--- src/rtl/i2c_seq_pkg.sv ---
package i2c_seq_pkg;

  typedef enum logic [2:0] {
    OP_RECOVER = 3'd0,
    OP_START   = 3'd1,
    OP_STOP    = 3'd2,
    OP_WRITE   = 3'd3,
    OP_READ    = 3'd4
  } op_e;

  typedef enum logic [2:0] {
    S_IDLE,
    S_START,
    S_STOP,
    S_WBIT,
    S_WACK,
    S_RBIT,
    S_RACK,
    S_PULSE
  } st_e;

  typedef enum logic [1:0] {
    LN_KEEP,
    LN_PULL,
    LN_REL
  } ln_e;

  typedef struct packed {
    ln_e scl;
    ln_e sda;
  } act_t;

  localparam int PH_W = 3;

endpackage

--- src/rtl/i2c_qtick.sv ---
module i2c_qtick #(
  parameter int DIV_W = 16
) (
  input  logic             clk,
  input  logic             rst,
  input  logic             run,
  input  logic [DIV_W-1:0] div,
  output logic             tick
);

  logic [DIV_W-1:0] cnt;

  assign tick = run && (cnt == div);

  always_ff @(posedge clk) begin
    if (rst || !run || tick) cnt <= '0;
    else                     cnt <= cnt + 1'b1;
  end

  AST_TICK_GAP: assert property (@(posedge clk) disable iff (rst)
    (tick && div != '0 && $stable(div)) |=> !tick);

endmodule

--- src/rtl/i2c_seq_fsm.sv ---
module i2c_seq_fsm
  import i2c_seq_pkg::*;
#(
  parameter int DATA_W = 8,
  parameter int PULSES = 9
) (
  input  logic                  clk,
  input  logic                  rst,
  input  logic                  tick,
  input  logic                  cmd_valid,
  input  logic [2:0]            cmd_op,
  input  logic [DATA_W-1:0]     cmd_wdata,
  input  logic                  cmd_nack,
  input  logic                  sda_in,
  output st_e                   st,
  output st_e                   nst,
  output logic [PH_W-1:0]       nph,
  output logic                  load,
  output logic                  drv_bit,
  output logic                  busy,
  output logic                  done,
  output logic [DATA_W-1:0]     rx_byte,
  output logic                  ack_seen
);

  localparam int MAXC  = (PULSES > DATA_W) ? PULSES : DATA_W;
  localparam int CNT_W = $clog2(MAXC + 1);
  localparam logic [CNT_W-1:0] LAST_BIT   = CNT_W'(DATA_W - 1);
  localparam logic [CNT_W-1:0] LAST_PULSE = CNT_W'(PULSES - 1);

  logic [PH_W-1:0]   ph;
  logic [CNT_W-1:0]  bitn, nbit;
  logic [DATA_W-1:0] tx;
  logic              nack_q, accept, fin;
  st_e               op_st;

  always_comb begin
    unique case (cmd_op)
      OP_RECOVER: op_st = S_PULSE;
      OP_START:   op_st = S_START;
      OP_STOP:    op_st = S_STOP;
      OP_WRITE:   op_st = S_WBIT;
      OP_READ:    op_st = S_RBIT;
      default:    op_st = S_IDLE;
    endcase
  end

  assign busy    = (st != S_IDLE);
  assign accept  = !busy && cmd_valid && (op_st != S_IDLE);
  assign load    = accept || tick;
  assign drv_bit = (nst == S_RACK) ? nack_q : tx[DATA_W-1];

  always_comb begin
    nst = st;
    nph = ph + 1'b1;
    nbit = bitn;
    fin = 1'b0;
    if (accept) begin
      nst = op_st; nph = '0; nbit = '0;
    end else if (tick) begin
      unique case (st)
        S_START, S_STOP: if (ph == 3'd3) fin = 1'b1;
        S_WBIT: if (ph == 3'd3) begin
          nph = '0;
          if (bitn == LAST_BIT) begin nst = S_WACK; nbit = '0; end
          else nbit = bitn + 1'b1;
        end
        S_RBIT: if (ph == 3'd2) begin
          nph = '0;
          if (bitn == LAST_BIT) begin nst = S_RACK; nbit = '0; end
          else nbit = bitn + 1'b1;
        end
        S_WACK, S_RACK: if (ph == 3'd4) fin = 1'b1;
        S_PULSE: if (ph == 3'd3) begin
          nph = '0;
          if (bitn == LAST_PULSE) begin nst = S_STOP; nbit = '0; end
          else nbit = bitn + 1'b1;
        end
        default: ;
      endcase
      if (fin) begin nst = S_IDLE; nph = '0; end
    end
  end

  always_ff @(posedge clk) begin
    if (rst) begin
      st <= S_IDLE; ph <= '0; bitn <= '0; tx <= '0; nack_q <= 1'b0;
      rx_byte <= '0; ack_seen <= 1'b0; done <= 1'b0;
    end else begin
      done <= fin;
      if (load) begin st <= nst; ph <= nph; bitn <= nbit; end
      if (accept) begin tx <= cmd_wdata; nack_q <= cmd_nack; end
      if (tick && st == S_WBIT && ph == 3'd3) tx <= tx << 1;
      if (tick && st == S_RBIT && ph == 3'd1) rx_byte <= {rx_byte[DATA_W-2:0], sda_in};
      if (tick && st == S_WACK && ph == 3'd3) ack_seen <= sda_in;
    end
  end

  AST_DONE_ONE_CLK: assert property (@(posedge clk) disable iff (rst)
    done |=> !done);
  AST_IGNORE_BUSY: assert property (@(posedge clk) disable iff (rst)
    (busy && cmd_valid && !tick) |=> $stable(st));

endmodule

--- src/rtl/i2c_line_drv.sv ---
module i2c_line_drv
  import i2c_seq_pkg::*;
(
  input  logic            clk,
  input  logic            rst,
  input  logic            load,
  input  st_e             nst,
  input  logic [PH_W-1:0] nph,
  input  logic            drv_bit,
  output logic            scl_oe,
  output logic            sda_oe
);

  act_t a;
  ln_e  bit_ln;

  assign bit_ln = drv_bit ? LN_REL : LN_PULL;

  always_comb begin
    a = '{scl: LN_KEEP, sda: LN_KEEP};
    unique case (nst)
      S_START: case (nph)
        3'd1: a.sda = LN_REL;
        3'd2: a.scl = LN_REL;
        3'd3: a.sda = LN_PULL;
        default: ;
      endcase
      S_STOP: case (nph)
        3'd0: a.scl = LN_PULL;
        3'd1: a.sda = LN_PULL;
        3'd2: a.scl = LN_REL;
        3'd3: a.sda = LN_REL;
        default: ;
      endcase
      S_WBIT, S_WACK, S_RACK: case (nph)
        3'd0: a.scl = LN_PULL;
        3'd1: a.sda = (nst == S_WACK) ? LN_REL : bit_ln;
        3'd2: a.scl = LN_REL;
        3'd4: a.scl = LN_PULL;
        default: ;
      endcase
      S_RBIT, S_PULSE: case (nph)
        3'd0: begin a.scl = LN_PULL; a.sda = LN_REL; end
        3'd1: if (nst == S_RBIT) a.scl = LN_REL;
        3'd2: a.scl = LN_REL;
        default: ;
      endcase
      default: ;
    endcase
  end

  always_ff @(posedge clk) begin
    if (rst) begin
      scl_oe <= 1'b0; sda_oe <= 1'b0;
    end else if (load) begin
      if (a.scl == LN_PULL) scl_oe <= 1'b1;
      else if (a.scl == LN_REL) scl_oe <= 1'b0;
      if (a.sda == LN_PULL) sda_oe <= 1'b1;
      else if (a.sda == LN_REL) sda_oe <= 1'b0;
    end
  end

endmodule

--- src/rtl/i2c_line_seq.sv ---
module i2c_line_seq
  import i2c_seq_pkg::*;
#(
  parameter int DIV_W  = 16,
  parameter int DATA_W = 8,
  parameter int PULSES = 9
) (
  input  logic              clk,
  input  logic              rst,
  input  logic [DIV_W-1:0]  quarter_div,
  input  logic              cmd_valid,
  input  logic [2:0]        cmd_op,
  input  logic [DATA_W-1:0] cmd_wdata,
  input  logic              cmd_nack,
  input  logic              sda_in,
  output logic              scl_oe,
  output logic              sda_oe,
  output logic              busy,
  output logic              done,
  output logic [DATA_W-1:0] rx_byte,
  output logic              ack_seen
);

  st_e             st, nst;
  logic [PH_W-1:0] nph;
  logic            tick, load, drv_bit;

  i2c_qtick #(.DIV_W(DIV_W)) u_tick (
    .clk(clk), .rst(rst), .run(busy), .div(quarter_div), .tick(tick)
  );

  i2c_seq_fsm #(.DATA_W(DATA_W), .PULSES(PULSES)) u_fsm (
    .clk(clk), .rst(rst), .tick(tick), .cmd_valid(cmd_valid), .cmd_op(cmd_op),
    .cmd_wdata(cmd_wdata), .cmd_nack(cmd_nack), .sda_in(sda_in),
    .st(st), .nst(nst), .nph(nph), .load(load), .drv_bit(drv_bit),
    .busy(busy), .done(done), .rx_byte(rx_byte), .ack_seen(ack_seen)
  );

  i2c_line_drv u_drv (
    .clk(clk), .rst(rst), .load(load), .nst(nst), .nph(nph),
    .drv_bit(drv_bit), .scl_oe(scl_oe), .sda_oe(sda_oe)
  );

  AST_SDA_MOVES_SCL_LOW: assert property (@(posedge clk) disable iff (rst)
    (!$stable(sda_oe) && (st == S_WBIT || st == S_RBIT || st == S_WACK || st == S_RACK))
      |-> scl_oe);
  AST_STOP_RELEASES: assert property (@(posedge clk) disable iff (rst)
    (done && $past(st) == S_STOP) |-> (!scl_oe && !sda_oe));

endmodule

--- config.mk ---
export PLATFORM = sky130hd
export DESIGN_NAME = i2c_line_seq
export DESIGN_NICKNAME = d
export VERILOG_FILES = /design/src/rtl/i2c_seq_pkg.sv /design/src/rtl/i2c_qtick.sv /design/src/rtl/i2c_seq_fsm.sv /design/src/rtl/i2c_line_drv.sv /design/src/rtl/i2c_line_seq.sv
export SDC_FILE = /design/constraint.sdc
export NUM_CORES = 1
export LEC_CHECK = 0
export BUFFER_PORTS_ARGS = -buffer_cell sky130_fd_sc_hd__buf_2
export CAP_MARGIN = 20
export CELL_PAD_IN_SITES_DETAIL_PLACEMENT = 0
export CELL_PAD_IN_SITES_GLOBAL_PLACEMENT = 1
export CORE_MARGIN = 5
export CORE_UTILIZATION = 46
export DETAILED_ROUTE_END_ITERATION = 8
export PLACE_DENSITY_LB_ADDON = 0.1
export SLEW_MARGIN = 20
export SYNTH_ARGS = -nofsm -noshare
export SYNTH_HDL_FRONTEND = slang
export SYNTH_HIERARCHICAL = 1
export SYNTH_SLANG_ARGS = --single-unit
--- constraint.sdc ---
create_clock -name clk -period 10.3 [get_ports clk]
set_input_delay 1.03 -clock clk [delete_from_list [all_inputs] [get_ports clk]]
set_output_delay 1.03 -clock clk [all_outputs]
set_load 0.02 [all_outputs]
== After elaboration in Yosys (flattened, before gate mapping) ==
Index checks and enable logic that the tools add are counted.

* Bitwise operators: 1
* Add/sub/neg operators: 3
* Reductions and logical operators: 33
* Muxes and demuxes: 49
* Equal/unequal tests: 36

{| class="wikitable"
|+ Operators by type and width
! cell !! count
|-
| two-way mux 3 bit || 14
|-
| == test 3 bit, second input constant || 11
|-
| == test 3 x 2 -> 1 bit, second input constant || 10
|-
| two-way mux 4 bit || 7
|-
| adder 16 x 1 -> 16 bit, second input constant || 1
|-
| == test 16 bit || 1
|-
| two-way mux 8 bit || 2
|-
| one-hot mux 2 bit (2 select lines) || 4
|-
| one-hot mux 4 bit (4 select lines) || 1
|-
| == test 3 x 1 -> 1 bit, second input constant || 5
|-
| one-hot mux 3 bit (5 select lines) || 1
|-
| two-way mux 2 bit || 6
|-
| one-hot mux 4 bit (3 select lines) || 1
|-
| OR reduction 2 bit || 6
|-
| logical AND 1 bit || 9
|-
| two-way mux 1 bit || 9
|-
| != test 3 x 1 -> 1 bit, second input constant || 3
|-
| one-hot mux 3 bit (3 select lines) || 1
|-
| nonzero test 2 bit || 4
|-
| zero test 3 bit || 2
|-
| one-hot mux 2 bit (3 select lines) || 1
|-
| one-hot mux 3 bit (2 select lines) || 1
|-
| AND reduction 6 bit || 1
|-
| nonzero test 3 bit || 2
|-
| other kinds (13) || 19
|}

* Bits of input ports: 32
* Register bits after elaboration: 47

== Longest topological paths before layout ==
Gate-level depths: netlist (run 1).

* Word-level depth: 17
* Mapped depth: 17
* Mapped depth without buffers: 16

== Modules after synthesis ==
Netlist (run 1), hierarchy kept.

{| class="wikitable"
|+ By module, submodules not included
! module !! times used !! area each (sq um) !! cells an instance
|-
| i2c_seq_fsm || 1 || 1652.8 || 190
|-
| i2c_qtick || 1 || 858.3 || 98
|-
| i2c_line_drv || 1 || 242.7 || 30
|}

== Worst setup path before layout (run 1) ==
No wires, ideal clock.

* Path type: input port to flip-flop
* Start point: input quarter_div[4]
* End point: register u_drv.sda_oe
* Stages on the path: 15
* Path slack: 5750 ps
* Data arrival time: 4436 ps
* Cell sequence: xor2_1 nor4_1 nand2_1 nor4_1 clkinv_1 a2111oi_1 o221ai_1 mux2_2 maj3_2 or3b_1 a21oi_1 ha_1 nor2b_1 mux2i_1 nor2_1

* Cells in the longest elaborated chain, start to end: 13

{| class="wikitable"
|+ Ends and longest elaborated chain
! what !! line !! source
|-
| from (decl) || i2c_line_seq.sv:10 || <nowiki>input logic [DIV_W-1:0] quarter_div,</nowiki>
|-
| == test 16 bit * || i2c_qtick.sv:13 || <nowiki>assign tick = run && (cnt == div);</nowiki>
|-
| logical AND 1 bit * || i2c_qtick.sv:13 ||
|-
| via tick || i2c_line_seq.sv:26 || <nowiki>logic tick, load, drv_bit;</nowiki>
|-
| two-way mux 3 bit * || i2c_seq_fsm.sv:60 || <nowiki>end else if (tick) begin</nowiki>
|-
| two-way mux 3 bit * || i2c_seq_fsm.sv:58 || <nowiki>if (accept) begin</nowiki>
|-
| == test 3 bit * || i2c_seq_fsm.sv:51 || <nowiki>assign drv_bit = (nst == S_RACK) ? nack_q : tx[DATA_W-1];</nowiki>
|-
| two-way mux 1 bit * || i2c_seq_fsm.sv:51 ||
|-
| via drv_bit || i2c_line_seq.sv:26 ||
|-
| two-way mux 2 bit * || i2c_line_drv.sv:17 || <nowiki>assign bit_ln = drv_bit ? LN_REL : LN_PULL;</nowiki>
|-
| two-way mux 2 bit * || i2c_line_drv.sv:37 || <nowiki>3'd1: a.sda = (nst == S_WACK) ? LN_REL : bit_ln;</nowiki>
|-
| two-way mux 2 bit * || i2c_line_drv.sv:35 || <nowiki>S_WBIT, S_WACK, S_RACK: case (nph)</nowiki>
|-
| one-hot mux 4 bit (4 select lines) * || i2c_line_drv.sv:21 || <nowiki>unique case (nst)</nowiki>
|-
| == test 2 bit / == test 2 x 1 -> 1 bit (equally long branches) || i2c_line_drv.sv:59, i2c_line_drv.sv:58 ||
|-
| nonzero test 2 bit (no line) || -- ||
|-
| AND reduction 2 bit (no line) || -- ||
|-
| to (signal assigned) || i2c_line_drv.sv:54 || <nowiki>scl_oe <= 1'b0; sda_oe <= 1'b0;</nowiki>
|-
| to (signal assigned) || i2c_line_drv.sv:58 || <nowiki>if (a.sda == LN_PULL) sda_oe <= 1'b1;</nowiki>
|-
| to (signal assigned) || i2c_line_drv.sv:59 || <nowiki>else if (a.sda == LN_REL) sda_oe <= 1'b0;</nowiki>
|-
| to (decl) || i2c_line_drv.sv:11 || <nowiki>output logic sda_oe</nowiki>
|}

The timed path passes the listed nets; every way through them passes the cells marked *.
A chain may end at the register's enable or synchronous reset.

== Final worst setup path (run 1) ==
Ends and elaborated chain as after synthesis.

==> results.md, run 1 <==
- Flip-flop and latch count after synthesis: 47
- Pleak: 1.30 nW
- Synthesized Nets: 361
- Fraction of registers with async set/reset: 0
- Via Count: 2305
- Number of placed cells counting well taps: 427
- Unrepaired setup endpoints after global routing: no
- Cell taking the most area after synthesis: dfxtp_1
- Number of nets with antenna violations after routing: 0
- Total Power Consumption: 0.373 mW
- Maximum number of buffers from clock root to sink: 2
- Post-CTS setup repair buffer count: 0
- Total Wirelength: 5850 um
- Seq/Total Area, Yosys: 0.342
- Core Footprint: 0.00589 mm^2
- Clock transition at the registers of the reported paths: 80 ps
- Critical-path cell with the highest stage delay: a2111oi_1
- Count of hold-fix buffers inserted at cts: 0
- Kind of launch point of the worst setup path: input port
- Number of standard cells after synthesis: 318
- Buffer type at the clock tree root: clkbuf_8
- Final-layout setup total negative slack: 0 ps
- Final net count: 402
- Drt drc: 0
- Quantity of I/O buffers inserted on ports: 44
- Largest cells by area after synthesis: dfxtp_1 (34%), mux2i_1 (7.3%), nor2_1 (6.4%)
- Worst path cell trace: buf_2, xor2_1, nor4_1, nand2_1, nor4_1, buf_4, clkinv_1, a2111oi_1, o221ai_1, mux2_2, maj3_2, or3b_1, a21oi_1, ha_1, nor2b_1, mux2i_1, nor2_1
- Detailed-route vias per instance: 5.31
- Most used flip-flop cell after synthesis: dfxtp_1
- # rows: 28
- Via count of the first global-routing pass: 2165
- Count of final hold-check violations: 0
- Slowest cell delay on critical path: 520 ps
- Number of enable flip-flop cells after synthesis: 0
- Max Clock Freq: 0.205 GHz
- Worst Max-Slew Pin Slew: 852 ps
- Chip height: 87.4 um
- Result of the run: finished clean
- Peak fanout along the critical path: 11
- Placed cell areas: 0.00302 mm^2
- Clock latency at the later pin of the worst-skew pair: 300 ps
- Critical path arrival: 5040 ps
- DRT Pass-1 Iters: 4
- Max-cap violations: 0
- ANT cells: 0
- Number of buffers created by CTS: 5
- Area share of the largest cell type after synthesis: 0.342
- Final max-slew violation count: 0
- IO Count: 45
- Final HPWL DP: 4410 um
- Starting density of the core: 0.468
- Total power divided by cell area: 120 mW/mm^2
- Post-route cell area: 0.00312 mm^2
- Minimum period implied by the final worst setup slack: 4870 ps
- Worst EP required: 10470 ps
- Remaining max-slew budget at the tightest pin: 0.430
- CTS tree: yes
- Element type at the critical path end: flip-flop
- Resized Gates After CTS: 0
- Chip width: 87.4 um
- DIE AREA: 0.00763 mm^2
- Total standard cell area after synthesis: 0.00275 mm^2
- Mean routed wirelength per cell: 13.5 um
- Final non-filler cell total: 434
- H-tree levels: 2
- Number of distinct standard cells referenced by the synthesized netlist: 56
- Tcrit/Tclk final: 0.473
- Total GRT Usage: 0.159
- Wire length of the first global-routing pass: 9790 um
- Maximum vdd ir drop: 60.9 uV
- Startpoint-to-endpoint class of the critical path: input port to flip-flop
- Gp weighted congestion: 0.838
- Clk_skew: 5.24 ps
- Mapped Avg Cell Area: 8.66 um^2
- First DRT Iteration DRCs: 78
- Top library cells by usage in the layout, fill and taps aside: nor2_1 (47), dfxtp_1 (47), buf_2 (44), mux2i_1 (20), xor2_1 (17)
- Share of final-layout standard cells stronger than drive strength 1: 0.173
- Area added between synthesis and finish: 13.4%
- Number of warnings printed during yosys synthesis: 6
- Antenna violations before repair: 0
- Clock sink total: 47
- Most frequent CP cell: nor4_1
- GRT Residual Overflow: 0
- Largest net degree at the start of global routing: 26
- Path class of the lowest-slack min-delay path: flip-flop to flip-flop
- Final setup violation count: 0
-- cell families (layout without fill, tap and decap cells) --
group	count (synthesis)	after routing	synth area share
AND/OR/NAND/NOR	132	132	0.254
flip-flops	47	47	0.342
AO/OA/AOI/OAI	44	44	0.119
XOR/XNOR	33	33	0.105
buffers and inverters	27	68	0.0422
multiplexers	23	23	0.0850
adder cells (fa/ha/maj)	12	12	0.0541
-- worst max-delay path: cells and delay by family --
kind | cells | cell delay [ps]
AND/OR/NAND/NOR | 6 | 1380
AO/OA/AOI/OAI | 3 | 880
buffers and inverters | 3 | 560
adder cells (fa/ha/maj) | 2 | 550
multiplexers | 2 | 520
XOR/XNOR | 1 | 130
-- per-stage QoR --
step / utilization / hold slack [ps] / worst slack, ps
2_1_floorplan: - / 440 / 5750
3_3_place_gp: 0.513 / 472 / 5300
3_5_place_dp: 0.513 / 475 / 5080
4_1_cts: 0.530 / 495 / 5430
5_1_grt: 0.530 / 525 / 5050
6_report: 0.530 / 487 / 5430
-- sequential cells by signal, indices dropped and copies added (netlist names) --
register	flops
u_drv/scl_oe	1
u_fsm/ack_seen	1
u_tick/cnt	16
u_fsm/bitn	4
u_fsm/rx_byte	8
u_fsm/ph	3
u_fsm/nack_q	1
u_fsm/tx	8
u_drv/sda_oe	1
u_fsm/st	3
u_fsm/done	1
-- cell usage after synthesis, drive strengths merged (5+ instances only) --
master	number
nand2	16
xor2	17
and3b	5
nor2b	6
buf	5
inv	15
xnor2	16
o21ai	7
dfxtp	47
nor3	7
mux2i	20
a211oi	7
a21oi	7
nand4	7
nand3	11
ha	11
clkbuf	6
nor2	48
nor4	6
-- layout make-up --
| cell class | instances | area (um^2) |
|---|---|---|
| well taps | 75 | 93.8 |
| flip-flops and latches | 47 | 941 |
| inverters | 16 | 60.1 |
| fillers | 591 | 2760 |
| clock inverters | 1 | 30.0 |
| repair buffers | 45 | 228 |
| multi-input cells | 244 | 1700 |
| clock buffers | 6 | 72.6 |
-- report_power, final --
part	leakage (nW)	internal, mW	switching (mW)
combinational	0.867	0.0236	0.0280
sequential	0.380	0.185	0.00526
clock	0.0513	0.0712	0.0596
total	1.30	0.280	0.0929
-- final timing paths --
kind | startpoint | slack [ps] | depth (start not counted) | endpoint
worst max-delay path | quarter_div[4] | 5430 | 17 | u_drv/sda_oe
worst min register to register | u_tick/cnt[0] | 490 | 1 | u_tick/cnt[0]
worst max register to register | u_tick/cnt[2] | 5840 | 16 | u_drv/sda_oe
worst min-delay path | u_tick/cnt[0] | 490 | 1 | u_tick/cnt[0]
-- metal layers --
layer  vias to the layer above  share of wire  global-route usage
li1                       1207              -                   -
met2                        40           0.46               0.268
met4                         0          0.014              0.0460
met5                         -              0                   0
met1                      1050           0.49               0.204
met3                         8          0.039              0.0322
Note: power is estimated with default switching activity, not from simulation.
==> run 2, diff against run 1 <==
--- a/config.mk
+++ b/config.mk
@@ -10,7 +10,7 @@
 export CELL_PAD_IN_SITES_DETAIL_PLACEMENT = 0
 export CELL_PAD_IN_SITES_GLOBAL_PLACEMENT = 1
 export CORE_MARGIN = 5
-export CORE_UTILIZATION = 46
+export CORE_UTILIZATION = 38
 export DETAILED_ROUTE_END_ITERATION = 8
 export PLACE_DENSITY_LB_ADDON = 0.1
 export SLEW_MARGIN = 20
==> constraint.sdc (replaced) <==
create_clock -name clk -period 4.3 [get_ports clk]
set_input_delay 0.43 -clock clk [delete_from_list [all_inputs] [get_ports clk]]
set_output_delay 0.43 -clock clk [all_outputs]
set_load 0.02 [all_outputs]
==> run 2 against run 1 <==
Net effect: die area grew 19%; utilization shrank 7.2 points; combinational power grew to 2.7 times the previous value; final area grew 4.8%; clock power grew to 2.9 times the previous value; register-to-register slack lost 5400 ps; critical path depth is the same; total power grew to 2.6 times the previous value; cell count grew 7.6%.
==> results.md, run 2 (same netlist as run 1, synthesis figures left out) <==
- GRT Residual Overflow: 0 (unchanged)
- Clock transition at the registers of the reported paths: 90 ps (about the same)
- Kind of launch point of the worst setup path: flip-flop
- Via count of the first global-routing pass: 2236 (+3.3%)
- Area of the multi-input gates: 0.00172 mm^2 (+1.5%)
- # rows: 31 (+11%)
- Peak fanout along the critical path: 8 (-3)
- First DRT Iteration DRCs: 107 (+37%)
- Total power divided by cell area: 298 mW/mm^2 (+150%)
- Element type at the critical path end: flip-flop
- DRT Pass-1 Iters: 5 (+1)
- Drt drc: 0 (unchanged)
- CTS tree: yes
- Critical path arrival: 3990 ps (-1050 ps)
- Number of buffers created by CTS: 5 (unchanged)
- Final non-filler cell total: 467 (+7.6%)
- Antenna violations before repair: 0 (unchanged)
- Regs by FF count: u_tick/cnt x16, u_fsm/rx_byte x8, u_fsm/tx x8
- Worst reg2reg path depth: 17 (+1)
- Number of flip-flops under the largest register name: 16 (unchanged)
- Clock sink total: 47 (unchanged)
- Commonest non-fill, non-tap cell in the layout: nor2_1
- Reg area: 943 um^2 (+0.27%)
- Minimum period implied by the final worst setup slack: 3810 ps
- Final HPWL DP: 4640 um (+5.2%)
- ANT cells: 0 (unchanged)
- Result of the run: finished clean
- Starting density of the core: 0.386 (-0.0820)
- Largest net degree at the start of global routing: 26 (unchanged)
- Register with the most flip-flops: u_tick/cnt
- Share of final-layout standard cells stronger than drive strength 1: 0.207 (+0.0338)
- Total Wirelength: 6200 um (+6.0%)
- Area added between synthesis and finish: 18.8%
- Maximum number of buffers from clock root to sink: 2 (unchanged)
- Buffer type at the clock tree root: clkbuf_8
- Via Count: 2355 (+2.2%)
- Max Clock Freq: 0.262 GHz
- Quantity of I/O buffers inserted on ports: 44 (unchanged)
- Final max-slew violation count: 0 (unchanged)
- Count of final hold-check violations: 0 (unchanged)
- Post-Route Hold Slack: 359 ps (-127 ps)
- Worst Max-Slew Pin Slew: 891 ps (+38.8 ps)
- Remaining max-slew budget at the tightest pin: 0.404 (-0.0260)
- Cell depth of the worst hold path: 3 (+2)
- Pleak: 1.37 nW (+5.2%)
- Final net count: 410 (+2.0%)
- Clk_skew: 9.16 ps (+3.92 ps)
- Clock latency at the later pin of the worst-skew pair: 300 ps (about the same)
- Unrepaired setup endpoints after global routing: no
- Tcrit/Tclk final: 0.887
- Max-cap violations: 0 (unchanged)
- Path class of the lowest-slack min-delay path: input port to flip-flop
- Core Footprint: 0.00714 mm^2 (+21%)
- Startpoint-to-endpoint class of the critical path: flip-flop to flip-flop
- Mean routed wirelength per cell: 13.3 um (-1.5%)
- Number of placed cells counting well taps: 459 (+7.5%)
- IO Count: 45 (unchanged)
- Chip width: 95.1 um (+8.9%)
- Count of hold-fix buffers inserted at cts: 0 (unchanged)
- H-tree levels: 2 (unchanged)
- Final setup violation count: 0 (unchanged)
- Maximum vdd ir drop: 116 uV (+90%)
- Top library cells by usage in the layout, fill and taps aside: nor2_1 (47), dfxtp_1 (45), buf_2 (44), mux2i_1 (20), xor2_1 (17)
- DIE AREA: 0.00905 mm^2 (+19%)
- Number of nets with antenna violations after routing: 0 (unchanged)
- Wire length of the first global-routing pass: 10400 um (+5.8%)
- Worst EP required: 4480 ps (-5990 ps)
- Chip height: 95.1 um (+8.9%)
- Gp weighted congestion: 0.794 (-5.2%)
- Detailed-route vias per instance: 5.04 (-5.1%)
- Final-layout fill cell count: 748 (+27%)
- Total GRT Usage: 0.144 (-0.0148)
==> run 2: routing by layer <==
| layer | routed length (um) | up-vias | GRT usage |
|---|---|---|---|
| met2 | 2870 | 65 | 0.237 |
| met3 | 362 | 4 | 0.0331 |
| li1 | - | 1218 | - |
| met5 | 0 | - | 0 |
| met4 | 60 | 0 | 0.0481 |
| met1 | 2910 | 1068 | 0.185 |
==> run 2: area by class of cell <==
| cell class | count | share of cell area |
|---|---|---|
| sequential | 47 | 0.288 |
| timing repair buffer | 53 | 0.0880 |
| clock buffer | 6 | 0.0222 |
| inverter | 16 | 0.0184 |
| multi-input combinational | 244 | 0.527 |
| tap | 99 | 0.0379 |
| clock inverter | 2 | 0.0184 |
==> run 2: timing repair <==
item                                    in CTS  in global routing
endpoints found under the setup margin       0                  1
endpoints found under the hold margin        0                  0
resized for setup                            0                  5
setup buffers                                0                  0
==> run 2: per-stage QoR <==
stage,setup slack [ps],instance area (um^2),util,TNS (ps),total power [mW]
final,486,3270,0.458,0,0.973
after global placement,29.9,3120,0.437,0,0.600
after detailed placement,-24.2,3120,0.437,-24.2,0.599
after CTS,75.2,3250,0.455,0,0.990
after global routing,138,3270,0.458,0,1.03
after floorplan,350,2750,-,0,0.556
==> run 2: path summary, 6_finish.rpt <==
check	to	startpoint	slack [ps]
max	u_drv/sda_oe	u_tick/cnt[4]	490
min	u_fsm/nack_q	cmd_nack	360
max reg2reg	u_drv/sda_oe	u_tick/cnt[4]	490
min reg2reg	u_fsm/rx_byte[7]	u_fsm/rx_byte[7]	500
==> run 2: worst max-delay path: stages, from the launching register on <==
cell	delay (ps)
dfxtp_2	360
xor2_1	170
nor4_2	300
nand2_1	140
nor4_4	200
clkinv_1	150
buf_4	190
a2bb2oi_1	150
nor2_1	70
o221ai_1	160
mux2_2	380
maj3_2	300
or3b_1	350
a21oi_1	160
ha_1	250
nor2b_1	140
mux2i_1	190
nor2_1	50
==> run 2: power by group <==
part           internal, mW  switching, mW
clock                 0.232          0.150
combinational        0.0625         0.0767
sequential            0.444        0.00740
